### src/rtl/sc_pkg.sv
package sc_pkg;
  typedef enum logic [1:0] {
    OP_WPAIR  = 2'd0,
    OP_WBURST = 2'd1,
    OP_RBURST = 2'd2,
    OP_RLIST  = 2'd3
  } sc_op_e;

  localparam int ERR_SHORT = 27;
  localparam int ERR_ID    = 26;
  localparam int ERR_UNK   = 19;
  localparam int ERR_MAL   = 18;

  localparam logic [7:0]  CODE_A  = 8'hAA;
  localparam logic [7:0]  CODE_B  = 8'hBB;
  localparam logic [15:0] LEN_RSV = 16'hFFFF;
endpackage

### src/rtl/sc_word_ram.sv
module sc_word_ram #(
  parameter int W     = 32,
  parameter int DEPTH = 16,
  parameter int AW    = $clog2(DEPTH)
) (
  input  logic          clk,
  input  logic          we,
  input  logic [AW-1:0] waddr,
  input  logic [W-1:0]  wdata,
  input  logic [AW-1:0] raddr,
  output logic [W-1:0]  rdata
);
  logic [W-1:0] mem [DEPTH];

  always_ff @(posedge clk) begin
    if (we) mem[waddr] <= wdata;
    rdata <= mem[raddr];
  end
endmodule

### src/rtl/sc_rx_frame.sv
module sc_rx_frame
  import sc_pkg::*;
#(
  parameter int DEPTH = 16,
  parameter int AW    = $clog2(DEPTH),
  parameter int CNT_W = $clog2(DEPTH + 5),
  parameter int NW    = $clog2(DEPTH + 1)
) (
  input  logic             clk,
  input  logic             rst,
  input  logic             in_valid,
  input  logic [31:0]      in_data,
  input  logic             in_last,
  output logic             in_ready,
  output logic             ram_we,
  output logic [AW-1:0]    ram_waddr,
  output logic [31:0]      ram_wdata,
  input  logic             exec_done,
  output logic             start,
  output logic [3:0][31:0] hdr,
  output logic [2:0]       hdr_cnt,
  output logic [31:0]      err_word,
  output sc_op_e           op,
  output logic [NW-1:0]    nacc
);
  typedef enum logic [1:0] {RX_IDLE, RX_CHK, RX_WAIT} rx_st_e;

  rx_st_e           st;
  logic [CNT_W-1:0] wcnt;
  logic             ovf;
  logic             accept, full, short_f, known;
  logic [CNT_W-1:0] ndata;
  sc_op_e           op_c;
  logic [31:0]      err_c;
  logic [NW-1:0]    nacc_c;

  assign in_ready  = (st == RX_IDLE);
  assign accept    = in_valid && in_ready;
  assign full      = (wcnt == CNT_W'(DEPTH + 4));
  assign ram_we    = accept && (wcnt >= CNT_W'(4)) && !full;
  assign ram_waddr = AW'(wcnt - CNT_W'(4));
  assign ram_wdata = in_data;

  // header check, evaluated once the whole frame is in
  always_comb begin
    short_f = (wcnt < CNT_W'(4));
    ndata   = wcnt - CNT_W'(4);
    known   = 1'b1;
    op_c    = OP_WPAIR;
    case ({hdr[2][31:24], hdr[2][23:16]})
      {CODE_A, CODE_A}: op_c = OP_WPAIR;
      {CODE_A, CODE_B}: op_c = OP_WBURST;
      {CODE_B, CODE_B}: op_c = OP_RBURST;
      {CODE_B, CODE_A}: op_c = OP_RLIST;
      default:          known = 1'b0;
    endcase
    err_c = '0;
    if (short_f) begin
      err_c[ERR_SHORT] = 1'b1;
    end else begin
      err_c[ERR_ID]  = !hdr[0][31];
      err_c[ERR_UNK] = !known;
      err_c[ERR_MAL] = (hdr[2][15:0] != LEN_RSV) || ovf ||
                       (known && (op_c == OP_WPAIR) && ndata[0]);
    end
    nacc_c = (op_c == OP_WPAIR) ? NW'(ndata >> 1) : NW'(ndata);
  end

  always_ff @(posedge clk) begin
    if (rst) begin
      st       <= RX_IDLE;
      wcnt     <= '0;
      ovf      <= 1'b0;
      start    <= 1'b0;
      hdr      <= '0;
      hdr_cnt  <= '0;
      err_word <= '0;
      op       <= OP_WPAIR;
      nacc     <= '0;
    end else begin
      start <= 1'b0;
      case (st)
        RX_IDLE: begin
          if (accept) begin
            if (wcnt < CNT_W'(4)) hdr[wcnt[1:0]] <= in_data;
            if (full) ovf  <= 1'b1;
            else      wcnt <= wcnt + 1'b1;
            if (in_last) st <= RX_CHK;
          end
        end
        RX_CHK: begin
          start    <= 1'b1;
          err_word <= err_c;
          op       <= op_c;
          nacc     <= nacc_c;
          hdr_cnt  <= short_f ? wcnt[2:0] : 3'd4;
          wcnt     <= '0;
          ovf      <= 1'b0;
          st       <= RX_WAIT;
        end
        default: begin
          if (exec_done) st <= RX_IDLE;
        end
      endcase
    end
  end
endmodule

### src/rtl/sc_exec.sv
module sc_exec
  import sc_pkg::*;
#(
  parameter int ADDR_W = 8,
  parameter int AW     = 4,
  parameter int NW     = 5
) (
  input  logic              clk,
  input  logic              rst,
  input  logic              start,
  input  sc_op_e            op,
  input  logic [31:0]       err_word,
  input  logic [3:0][31:0]  hdr,
  input  logic [2:0]        hdr_cnt,
  input  logic [NW-1:0]     nacc,
  output logic [AW-1:0]     ram_raddr,
  input  logic [31:0]       ram_q,
  output logic              out_valid,
  output logic [31:0]       out_data,
  output logic              out_last,
  output logic [ADDR_W-1:0] reg_addr,
  output logic [31:0]       reg_wdata,
  output logic              reg_we,
  output logic              reg_re,
  input  logic [31:0]       reg_rdata,
  output logic              done
);
  typedef enum logic [3:0] {
    X_IDLE, X_HDR, X_ERR, X_DONE, X_NEXT, X_FETCH, X_FETCH2,
    X_BUS, X_RDW, X_EMITE, X_EMITD
  } x_st_e;

  x_st_e             st;
  logic [2:0]        idx;
  logic [AW-1:0]     ptr;
  logic [NW-1:0]     left;
  logic [ADDR_W-1:0] base, cur_addr;
  logic [31:0]       cur_val;
  logic              is_wr;

  assign ram_raddr = ptr;
  assign is_wr     = (op == OP_WPAIR) || (op == OP_WBURST);

  always_ff @(posedge clk) begin
    if (rst) begin
      st        <= X_IDLE;
      idx       <= '0;
      ptr       <= '0;
      left      <= '0;
      base      <= '0;
      cur_addr  <= '0;
      cur_val   <= '0;
      out_valid <= 1'b0;
      out_data  <= '0;
      out_last  <= 1'b0;
      reg_addr  <= '0;
      reg_wdata <= '0;
      reg_we    <= 1'b0;
      reg_re    <= 1'b0;
      done      <= 1'b0;
    end else begin
      out_valid <= 1'b0;
      out_last  <= 1'b0;
      reg_we    <= 1'b0;
      reg_re    <= 1'b0;
      done      <= 1'b0;
      case (st)
        X_IDLE: if (start) begin
          idx  <= '0;
          ptr  <= '0;
          left <= nacc;
          base <= hdr[3][ADDR_W-1:0];
          st   <= X_HDR;
        end
        X_HDR: begin
          out_valid <= 1'b1;
          out_data  <= (idx == 3'd0) ? (hdr[0] & 32'h7FFF_FFFF) : hdr[idx[1:0]];
          idx       <= idx + 3'd1;
          if (idx + 3'd1 == hdr_cnt) begin
            if (err_word != '0) st <= X_ERR;
            else if (left == '0) begin
              out_last <= 1'b1;
              st       <= X_DONE;
            end else st <= X_NEXT;
          end
        end
        X_ERR: begin
          out_valid <= 1'b1;
          out_data  <= err_word;
          out_last  <= 1'b1;
          st        <= X_DONE;
        end
        X_DONE: begin
          done <= 1'b1;
          st   <= X_IDLE;
        end
        X_NEXT: begin
          if (op == OP_RBURST) begin
            reg_addr <= base;
            reg_re   <= 1'b1;
            base     <= base + 1'b1;
            st       <= X_BUS;
          end else begin
            ptr <= ptr + 1'b1;
            st  <= X_FETCH;
          end
        end
        X_FETCH: begin
          case (op)
            OP_WPAIR: begin
              cur_addr <= ram_q[ADDR_W-1:0];
              ptr      <= ptr + 1'b1;
              st       <= X_FETCH2;
            end
            OP_WBURST: begin
              reg_addr  <= base;
              reg_wdata <= ram_q;
              reg_we    <= 1'b1;
              cur_val   <= ram_q;
              base      <= base + 1'b1;
              st        <= X_BUS;
            end
            default: begin
              reg_addr <= ram_q[ADDR_W-1:0];
              reg_re   <= 1'b1;
              st       <= X_BUS;
            end
          endcase
        end
        X_FETCH2: begin
          reg_addr  <= cur_addr;
          reg_wdata <= ram_q;
          reg_we    <= 1'b1;
          cur_val   <= ram_q;
          st        <= X_BUS;
        end
        X_BUS: st <= is_wr ? X_EMITE : X_RDW;
        X_RDW: begin
          cur_val <= reg_rdata;
          st      <= X_EMITE;
        end
        X_EMITE: begin
          out_valid <= 1'b1;
          out_data  <= '0;
          st        <= X_EMITD;
        end
        X_EMITD: begin
          out_valid <= 1'b1;
          out_data  <= cur_val;
          left      <= left - 1'b1;
          if (left == NW'(1)) begin
            out_last <= 1'b1;
            st       <= X_DONE;
          end else st <= X_NEXT;
        end
        default: st <= X_IDLE;
      endcase
    end
  end
endmodule

### src/rtl/sc_frame_proc.sv
module sc_frame_proc
  import sc_pkg::*;
#(
  parameter int DEPTH  = 16,
  parameter int ADDR_W = 8
) (
  input  logic              clk,
  input  logic              rst,
  input  logic              in_valid,
  input  logic [31:0]       in_data,
  input  logic              in_last,
  output logic              in_ready,
  output logic              out_valid,
  output logic [31:0]       out_data,
  output logic              out_last,
  output logic [ADDR_W-1:0] reg_addr,
  output logic [31:0]       reg_wdata,
  output logic              reg_we,
  output logic              reg_re,
  input  logic [31:0]       reg_rdata
);
  localparam int AW    = $clog2(DEPTH);
  localparam int CNT_W = $clog2(DEPTH + 5);
  localparam int NW    = $clog2(DEPTH + 1);

  logic             ram_we;
  logic [AW-1:0]    ram_waddr, ram_raddr;
  logic [31:0]      ram_wdata, ram_q;
  logic             start, exec_done;
  logic [3:0][31:0] hdr;
  logic [2:0]       hdr_cnt;
  logic [31:0]      err_word;
  sc_op_e           op;
  logic [NW-1:0]    nacc;

  sc_rx_frame #(.DEPTH(DEPTH), .AW(AW), .CNT_W(CNT_W), .NW(NW)) rx_i (
    .clk(clk), .rst(rst),
    .in_valid(in_valid), .in_data(in_data), .in_last(in_last), .in_ready(in_ready),
    .ram_we(ram_we), .ram_waddr(ram_waddr), .ram_wdata(ram_wdata),
    .exec_done(exec_done), .start(start), .hdr(hdr), .hdr_cnt(hdr_cnt),
    .err_word(err_word), .op(op), .nacc(nacc)
  );

  sc_word_ram #(.W(32), .DEPTH(DEPTH), .AW(AW)) buf_i (
    .clk(clk), .we(ram_we), .waddr(ram_waddr), .wdata(ram_wdata),
    .raddr(ram_raddr), .rdata(ram_q)
  );

  sc_exec #(.ADDR_W(ADDR_W), .AW(AW), .NW(NW)) ex_i (
    .clk(clk), .rst(rst), .start(start), .op(op), .err_word(err_word),
    .hdr(hdr), .hdr_cnt(hdr_cnt), .nacc(nacc),
    .ram_raddr(ram_raddr), .ram_q(ram_q),
    .out_valid(out_valid), .out_data(out_data), .out_last(out_last),
    .reg_addr(reg_addr), .reg_wdata(reg_wdata), .reg_we(reg_we), .reg_re(reg_re),
    .reg_rdata(reg_rdata), .done(exec_done)
  );
endmodule

### config.mk
export PLATFORM = sky130hd
export DESIGN_NAME = sc_frame_proc
export DESIGN_NICKNAME = d
export VERILOG_FILES = /design/src/rtl/sc_pkg.sv /design/src/rtl/sc_word_ram.sv /design/src/rtl/sc_rx_frame.sv /design/src/rtl/sc_exec.sv /design/src/rtl/sc_frame_proc.sv
export SDC_FILE = /design/constraint.sdc
export NUM_CORES = 1
export LEC_CHECK = 0
export BUFFER_PORTS_ARGS = -buffer_cell sky130_fd_sc_hd__buf_2
export CAP_MARGIN = 20
export CORE_ASPECT_RATIO = 0.9
export CORE_MARGIN = 1
export CORE_UTILIZATION = 43
export DETAILED_ROUTE_END_ITERATION = 8
export GPL_ROUTABILITY_DRIVEN = 0
export PLACE_DENSITY_LB_ADDON = 0.15
export SLEW_MARGIN = 10
export SYNTH_ARGS = -nofsm -noshare
export SYNTH_HDL_FRONTEND = slang
export SYNTH_SLANG_ARGS = --single-unit
### constraint.sdc
create_clock -name clk -period 3.5 [get_ports clk]
set_clock_uncertainty 0.1 [all_clocks]
set_input_delay 0.35 -clock clk [delete_from_list [all_inputs] [get_ports clk]]
set_output_delay 0.35 -clock clk [all_outputs]
set_load 0.02 [all_outputs]
After elaboration in Yosys (flattened, before gate mapping)
Memory sizes are Yosys's and may differ from the RTL's. A register that Yosys moved wholly into a read port is not among the register bits.
Cells that the tools add are included.

word-level totals
  memory bits (writable) = 512
  output and inout bits = 77
  bits in registers = 292
  memories kept = 1

memory list
  name       words  bits a word  read ports  clocked after Yosys merged registers in  write ports  line               RTL
  buf_i.mem  16     32           1           1                                        1            sc_word_ram.sv:13  logic [W-1:0] mem [DEPTH];

cells by class
  order comparisons = 5
  multiplexer cells = 66
  $add $sub $neg = 6
  reduce and logical (&&, ||, !) cells = 44
  eq/ne operators = 32

operator list
  operator                                              count
  bitwise mux 128 bit                                   1
  2-to-1 mux 32 bit                                     4
  case mux 32 bit (4 select lines)                      1
  case mux 32 bit (3 select lines)                      1
  binary-select mux 32 bit (select 2 bit)               1
  demux 32 bit (select 2 bit)                           1
  equality test 16 bit (second input constant)          4
  case mux 32 bit (2 select lines)                      1
  case mux 8 bit (3 select lines)                       2
  case mux 4 bit (10 select lines)                      1
  2-to-1 mux 8 bit                                      4
  nonzero test 32 bit                                   1
  2-to-1 mux 4 bit                                      6
  2-to-1 mux 5 bit                                      4
  case mux 5 bit (2 select lines)                       2
  2-to-1 mux 1 bit                                      19
  equality test 4 x 3 -> 1 bit (second input constant)  4
  != test 16 bit (second input constant)                1
  case mux 8 bit (2 select lines)                       1
  AND reduction 3 bit                                   5
  != test 2 bit (second input constant)                 7
  equality test 4 bit (second input constant)           3
  2-to-1 mux 3 bit                                      4
  case mux 4 bit (3 select lines)                       1
  other kinds (38)                                      74

Longest topological paths before layout
Gate-level depths: netlist (run 1).

  depth after elaboration = 7
  mapped depth = 9

By module
A second synthesis (run 1) with hierarchy kept.

unflattened totals
  cells, all modules = 2482
  area, all modules = 33323.2 µm²

by module, submodules not included
  module       times used  area each (µm²)  sequential area each (µm²)  cells each
  sc_word_ram  1           19835.3          16015.4                     838
  sc_exec      1           7424.6           2822.7                      883
  sc_rx_frame  1           6063.3           3022.9                      761

Worst setup path before layout (run 1)
No wires, ideal clock.

  path type = flip-flop to flip-flop
  start point = reg rx_i.wcnt[0]
  end point = mem buf_i.mem[4][0], enable pin
  data arrival time = 2.304 ns
  path buffers = 1
  library setup time = 0.392 ns
  period minus slack after synthesis = 2.796 ns
  data required time = 3.008 ns
  cell stages (with the launch flop) = 8
  path slack = 0.704 ns
  cells stage by stage = dfxtp_1 > inv_1 > ha_1 > nand3_1 > nand2_1 > a21oi_1 > clkbuf_1 > and3_1

between the ends
  word-level cells in the longest chain between the ends = 5
  elaborated cells on any way between the ends = 8
  those cells by class = 1 x add/sub; 1 x order compare; 1 x eq/ne; 2 x mux; 3 x reduce/logical

RTL lines
  item                                                                 line                                  RTL
  from (decl)                                                          sc_rx_frame.sv:29                     logic [CNT_W-1:0] wcnt;
  from (signal assigned)                                               sc_rx_frame.sv:87                     else wcnt <= wcnt + 1'b1;
  >= comparator 5 x 3 -> 1 bit or equality test 5 bit (tied branches)  sc_rx_frame.sv:40, sc_rx_frame.sv:39
  logical AND 1 bit or logical NOT 1 bit (tied branches)               sc_rx_frame.sv:40                     assign ram_we = accept && (wcnt >= CNT_W'(4)) && !full;
  logical AND 1 bit                                                    sc_rx_frame.sv:40
  2-to-1 mux 1 bit                                                     sc_word_ram.sv:16                     if (we) mem[waddr] <= wdata;
  2-to-1 mux 1 bit (implied by the code)                               sc_word_ram.sv:16
  to (decl)                                                            sc_word_ram.sv:13

Several ways; a longest one is shown, not always the timed one.

Worst setup path in the final report (run 1)
  start point = reg ex_i.st[3]
  end point = reg ex_i.cur_val[14]

between the ends
  word-level cells in the longest chain between the ends = 3
  elaborated cells on any way between the ends = 7
  those cells by class = 4 x eq/ne; 1 x mux; 2 x reduce/logical

RTL lines
  item                                                                           line            RTL
  from (decl)                                                                    sc_exec.sv:33   x_st_e st;
  from (signal assigned)                                                         sc_exec.sv:137  X_BUS: st <= is_wr ? X_EMITE : X_RDW;
  equality test 4 x 3 -> 1 bit or equality test 4 bit (tied branches)            sc_exec.sv:67   case (st)
  != test 2 x 1 -> 1 bit (no source line) or nonzero test 3 bit (tied branches)  n/a
  AND reduction 2 bit (no source line)                                           n/a
  to (signal assigned)                                                           sc_exec.sv:119  cur_val <= ram_q;
  to (signal assigned)                                                           sc_exec.sv:134  cur_val <= ram_q;
  to (signal assigned)                                                           sc_exec.sv:139  cur_val <= reg_rdata;
  to (decl)                                                                      sc_exec.sv:38   logic [31:0] cur_val;

Several ways; a longest one is shown, not always the timed one.
A chain may end at the register's enable or synchronous reset.

==> impl_metrics.py, run 1 <==
metrics = {
    "status": {
        "status": "complete, no violations",
    },
    "detailed_routing": {
        "drcViolationCount": 0,
        "wl_met2_mm": 42.7,
        "vias_per_cell": 5.80,
        "routed_wl_mm": 90.7,
        "wl_met3_mm": 5.82,
        "ant_nets": 0,
        "dr.max_layer_used": "met5",
        "post_drt_wl_per_cell_um": 25.3,
        "m1WireLength_mm": 39.8,
        "drt_iter0_drc": 2087,
        "firstDrtPassIters": 5,
        "vias": 20804,
    },
    "setup_path": {
        "critical_path.top_delay_family": "flip-flops",
        "cp_max_fo": 32,
        "cp_num_buf_inv": 1,
        "cp_slowest_cell": "dfxtp_1",
        "worst_ep_required_time_ns": 3.87,
        "slowest_delay_ns": 0.91,
        "worstPathArrival_ns": 3.08,
        "worst-setup-path-type": "flop to flop",
        "worstPathCellList": "nor4b_4 > buf_4 > mux2i_1 > a211oi_1",
        "start_kind": "flop",
        "end_kind": "flop",
    },
    "yosys": {
        "seq_area_frac_synth_pct": 66.2,
        "netlist_instances": 2356,
        "avgSynthCellArea_um2": 14.0,
        "synth_edf_count": 512,
        "ys.flop_type": "edfxtp_1",
        "synth.top_cell.area_share_pct": 46.5,
        "synth_nets": 2440,
        "yosysWarnings": 0,
        "syn_area_um2": 33000,
        "ys_types": 74,
        "ys_async_sr_fraction_pct": 0,
        "ys_ff_latch": 836,
        "yosysTopAreaCell": "edfxtp_1",
        "synth_area_leaders": "edfxtp_1, dfxtp_1, mux4_2",
    },
    "final_layout": {
        "drive_above_1_share_pct": 20.8,
        "antenna_cells": 0,
        "utilization_pct": 50.0,
        "finalInstanceArea_um2": 38100,
        "areaGrowthSynthToFinish_pct": 15.2,
        "most-common-layout-cells": "edfxtp_1, nand2_1, dfxtp_1",
        "layout_commonest_cell": "edfxtp_1",
        "nets": 2576,
    },
    "clocking": {
        "clkLatencyLatePin_ns": 0.64,
        "clk_pin_slew_ns": 0.06,
        "cts_max_path_buffers": 3,
        "cts_root_buf": "clkbuf_16",
        "htreeDepth": 3,
        "cts_tree": "built",
        "cts_resized": 0,
        "holdBufCountCts": 14,
        "cts_sinks": 836,
        "post-cts-setup-buffers": 0,
        "cts_made_buffers": 85,
    },
    "timing": {
        "rsz0062_at_grt": "no",
        "min_period_over_period_pct": 77.3,
        "period_needed_ns": 2.71,
        "finalSetupViolCount": 0,
        "finalHoldViolCount": 0,
        "fin_setup_tns_ns": 0,
        "hold_slack_ns": 0.0309,
        "slew_violations": 0,
        "tightestPinTransition_ns": 1.09,
        "fmax_mhz": 370,
        "max_slew_margin_pct": 27.1,
    },
    "global_route": {
        "grt_pass1_vias": 20552,
        "antenna_found_initial": 3,
        "grt_overflow": 0,
        "track_usage_pct": 23.4,
        "grt_max_degree": 211,
        "grt_pass1_wl_mm": 136,
    },
    "floorplan": {
        "num_rows": 96,
        "die_y_um": 265,
        "die_w_um": 294,
        "io-pin-count": 145,
        "start_util_pct": 43.4,
        "die-area_um2": 77900,
        "core_area_um2": 76200,
    },
    "power_and_ir_drop": {
        "p_leak_nw": 12.4,
        "power_mw": 22.0,
        "vdd_ir_drop_max_uv": 366,
        "power.density_nw_per_um2": 577,
    },
    "placement": {
        "portBuffers": 144,
        "hpwl_mm": 58.0,
        "placedInstanceArea_um2": 35100,
    },
    "run": {
        "maxCapViolations": 0,
    },
    "hold_path": {
        "hold_class": "primary input to flop",
    },
}
-- path summary, 6_finish.rpt --
| kind | startpoint | to | slack, ns | cells after the start |
|---|---|---|---|---|
| min reg2reg | rx_i.hdr[112] | rx_i.hdr[112] | 0.35 | 2 |
| max | ex_i.st[3] | ex_i.cur_val[14] | 0.79 | 4 |
| min | reg_rdata[31] | ex_i.cur_val[31] | 0.03 | 3 |
| max reg2reg | ex_i.st[3] | ex_i.cur_val[14] | 0.79 | 4 |
-- logic make-up after synthesis --
| logic type | share of synthesized area, % |
|---|---|
| AND/OR/NAND/NOR | 8.61 |
| buffers and inverters | 2.67 |
| AO/OA/AOI/OAI | 9.08 |
| flip-flops | 66.2 |
| XOR/XNOR | 0.231 |
| multiplexers | 12.6 |
| adder cells (fa/ha/maj) | 0.606 |
-- state kept, by name, indices dropped and copies added, names as in the netlist, 8 cells and up --
signal,cells
buf_i.rdata,32
ex_i.reg_wdata,32
ex_i.cur_addr,8
ex_i.reg_addr,8
rx_i.hdr,128
buf_i.mem,512
ex_i.out_data,32
ex_i.cur_val,32
ex_i.base,8
-- per-stage QoR --
stage / std cells / setup slack, ns
detailed placement: 3420 / 0.832
global route: 3586 / 0.660
floorplan: 2356 / 0.704
finish: 3586 / 0.794
CTS: 3586 / 0.816
global placement: 3419 / 0.887
-- worst reg2reg max path: cells and delay by family (launching register included) --
kind	cells	cell delay, ns
AND/OR/NAND/NOR	1	0.35
multiplexers	1	0.44
buffers and inverters	1	0.61
AO/OA/AOI/OAI	1	0.13
flip-flops	1	0.91
-- Yosys cell counts, types with 3 or more instances --
library cell,count
a211oi_1,41
a21o_1,4
a21oi_1,221
a22o_1,28
a22oi_1,11
a2bb2oi_1,6
a311oi_1,29
a31oi_1,17
a32o_1,5
and2_1,4
and3_1,47
buf_1,10
buf_2,50
buf_6,10
clkbuf_1,106
dfxtp_1,324
edfxtp_1,512
ha_1,16
inv_1,13
mux2i_1,51
mux4_1,6
mux4_2,155
nand2_1,379
nand2b_1,7
nand3_1,20
nand3b_1,6
nand4_1,10
nand4bb_1,3
nor2_1,67
nor2b_1,7
nor3_1,14
nor3b_1,4
nor4_1,5
nor4bb_1,3
o211ai_1,3
o21a_1,5
o21ai_0,37
o221ai_1,32
o22ai_1,4
o31ai_1,5
or3_1,26
or4_1,4
xnor2_1,4
-- power by group --
part / internal [mW] / switching (mW)
sequential: 10.7 / 0.233
combinational: 0.588 / 1.31
clock: 5.33 / 3.83
total: 16.6 / 5.37
-- layer usage --
layer	vias to the layer above	track usage, %
li1	9299	-
met4	4	6.39
met2	733	36.9
met3	129	3.52
met1	10639	33.9
met5	-	0
-- cell type report --
| class | count | area [um2] |
|---|---|---|
| clock buffers | 108 | 2290 |
| clock inverters | 44 | 503 |
| fillers | 6595 | 38100 |
| inverters | 15 | 56.3 |
| multi-input cells | 1327 | 10400 |
| flip-flops and latches | 836 | 21900 |
| well taps | 1029 | 1290 |
| repair buffers | 227 | 1690 |
(Power assumes the default switching activity.)
==> run 2, diff against run 1 <==
==> constraint.sdc (replaced) <==
create_clock -name clk -period 2.66 [get_ports clk]
set_clock_uncertainty 0.1 [all_clocks]
set_input_delay 0.266 -clock clk [delete_from_list [all_inputs] [get_ports clk]]
set_output_delay 0.266 -clock clk [all_outputs]
set_load 0.02 [all_outputs]
==> impl_metrics.py, run 2 (synthesized netlist as in run 1, its figures left out) <==
metrics = {
    "status": {
        "status": "complete, no violations",
    },
    "final_layout": {
        "nFillCells": 6467,
        "finalInstanceArea_um2": 38800,
        "largest-register": "buf_i.mem",
        "layout_commonest_cell": "edfxtp_1",
        "largest_register_ffs": 512,
        "seqCellArea_um2": 21900,
        "nets": 2641,
        "most-common-layout-cells": "edfxtp_1, nand2_1, dfxtp_1",
        "multi_input_area_um2": 10400,
        "areaGrowthSynthToFinish_pct": 17.4,
        "instances_no_fill": 3658,
        "reg.largest.list": "buf_i.mem x512, rx_i.hdr x128",
        "antenna_cells": 0,
        "drive_above_1_share_pct": 21.6,
    },
    "setup_path": {
        "slowest_delay_ns": 0.55,
        "cp_slowest_cell": "dlygate4sd3_1",
        "end_kind": "flop",
        "worstPathCellList": "inv_1 > ha_1 > buf_4 > nand3_1 > buf_6 > nand2_1 > a21oi_1 > dlygate4sd3_1",
        "cp_max_fo": 32,
        "worst_ep_required_time_ns": 3.13,
        "worst-setup-path-type": "flop to flop",
        "worst_r2r_path_depth": 8,
        "start_kind": "flop",
        "worstPathArrival_ns": 2.93,
    },
    "floorplan": {
        "die_w_um": 294,
        "core_area_um2": 76200,
        "num_rows": 96,
        "start_util_pct": 43.4,
        "die-area_um2": 77900,
        "die_y_um": 265,
        "io-pin-count": 145,
    },
    "clocking": {
        "clkLatencyLatePin_ns": 0.63,
        "cts_root_buf": "clkbuf_16",
        "post-cts-setup-buffers": 0,
        "cts_max_path_buffers": 3,
        "cts_sinks": 836,
        "htreeDepth": 3,
        "cts_tree": "built",
        "cts_made_buffers": 85,
        "clk_pin_slew_ns": 0.06,
    },
    "global_route": {
        "antenna_found_initial": 5,
        "grt_pass1_vias": 20796,
        "grt_pass1_wl_mm": 139,
        "grt_overflow": 0,
        "grt_max_degree": 155,
        "track_usage_pct": 24.4,
    },
    "timing": {
        "tightestPinTransition_ns": 0.847,
        "slew_violations": 0,
        "finalSetupViolCount": 0,
        "fin_setup_tns_ns": 0,
        "period_needed_ns": 2.46,
        "min_period_over_period_pct": 92.4,
        "fmax_mhz": 407,
        "max_slew_margin_pct": 43.5,
        "finalHoldViolCount": 0,
        "rsz0062_at_grt": "no",
    },
    "power_and_ir_drop": {
        "p_leak_nw": 12.7,
        "vdd_ir_drop_max_uv": 461,
        "power.density_nw_per_um2": 741,
    },
    "detailed_routing": {
        "vias_per_cell": 5.78,
        "drt_iter0_drc": 2059,
        "drcViolationCount": 0,
        "post_drt_wl_per_cell_um": 26.0,
        "routed_wl_mm": 95.1,
        "firstDrtPassIters": 8,
        "vias": 21142,
        "ant_nets": 0,
    },
    "placement": {
        "hpwl_mm": 62.5,
        "placedInstanceArea_um2": 35500,
        "portBuffers": 144,
        "post-place-cells": 3451,
    },
    "hold_path": {
        "hold_class": "primary input to flop",
        "worstHoldPathCells": 3,
    },
    "run": {
        "maxCapViolations": 0,
    },
}
## run 2: path summary, 6_finish.rpt
check | start | end | slack, ns
hold reg to reg | ex_i.done | rx_i.st[1] | 0.35
hold / removal | reg_rdata[21] | ex_i.cur_val[21] | 0.03
setup / recovery | rx_i.wcnt[0] | rx_i.hdr[29] | 0.20
setup reg to reg | rx_i.wcnt[0] | rx_i.hdr[29] | 0.20
## run 2: routing by layer
metal | global-route usage (%) | vias to the layer above | part of all wire, %
met4 | 9.36 | 2 | 3.8
met5 | 0 | - | 0.014
met3 | 4.90 | 161 | 7.4
met2 | 38.2 | 859 | 47
li1 | - | 9414 | -
met1 | 33.6 | 10706 | 42
## run 2: layout make-up
type | instances | area share, %
flip-flops and latches | 836 | 56.4
multi-input cells | 1327 | 26.7
clock buffers | 126 | 6.37
repair buffers | 292 | 6.33
well taps | 1029 | 3.32
clock inverters | 33 | 0.729
inverters | 15 | 0.145
## run 2: timing repair
action                                  in CTS  in global routing
endpoints found under the setup margin       0                  1
endpoints found under the hold margin      247                  0
gates resized for setup                      0                  2
hold buffers                                48                  0
## run 2: power by group
part | switching [mW] | leakage, nW | internal [mW] | total, mW
Sequential | 0.241 | 7.24 | 14.0 | 14.3
Clock | 4.96 | 1.37 | 6.83 | 11.8
Combinational | 1.84 | 4.10 | 0.842 | 2.68
## run 2: metrics by stage
step	hold WS, ns	utilization, %	setup WS, ns	total power, mW
floorplan	0.265	-	0.0795	16.0
global placement	0.338	46.7	0.358	17.1
detailed placement	0.333	46.7	0.335	17.2
global route	0.0172	50.9	0.0629	29.7
finish	0.0320	50.9	0.201	28.8
CTS	0.000343	50.9	0.178	29.0
## run 2: worst max-delay path, delay by kind of cell, from the launching register on
kind                     cells  cell delay, ns
AO/OA/AOI/OAI                1            0.14
buffers and inverters        4            1.25
AND/OR/NAND/NOR              2            0.19
flip-flops                   1            0.45
adder cells (fa/ha/maj)      1            0.26
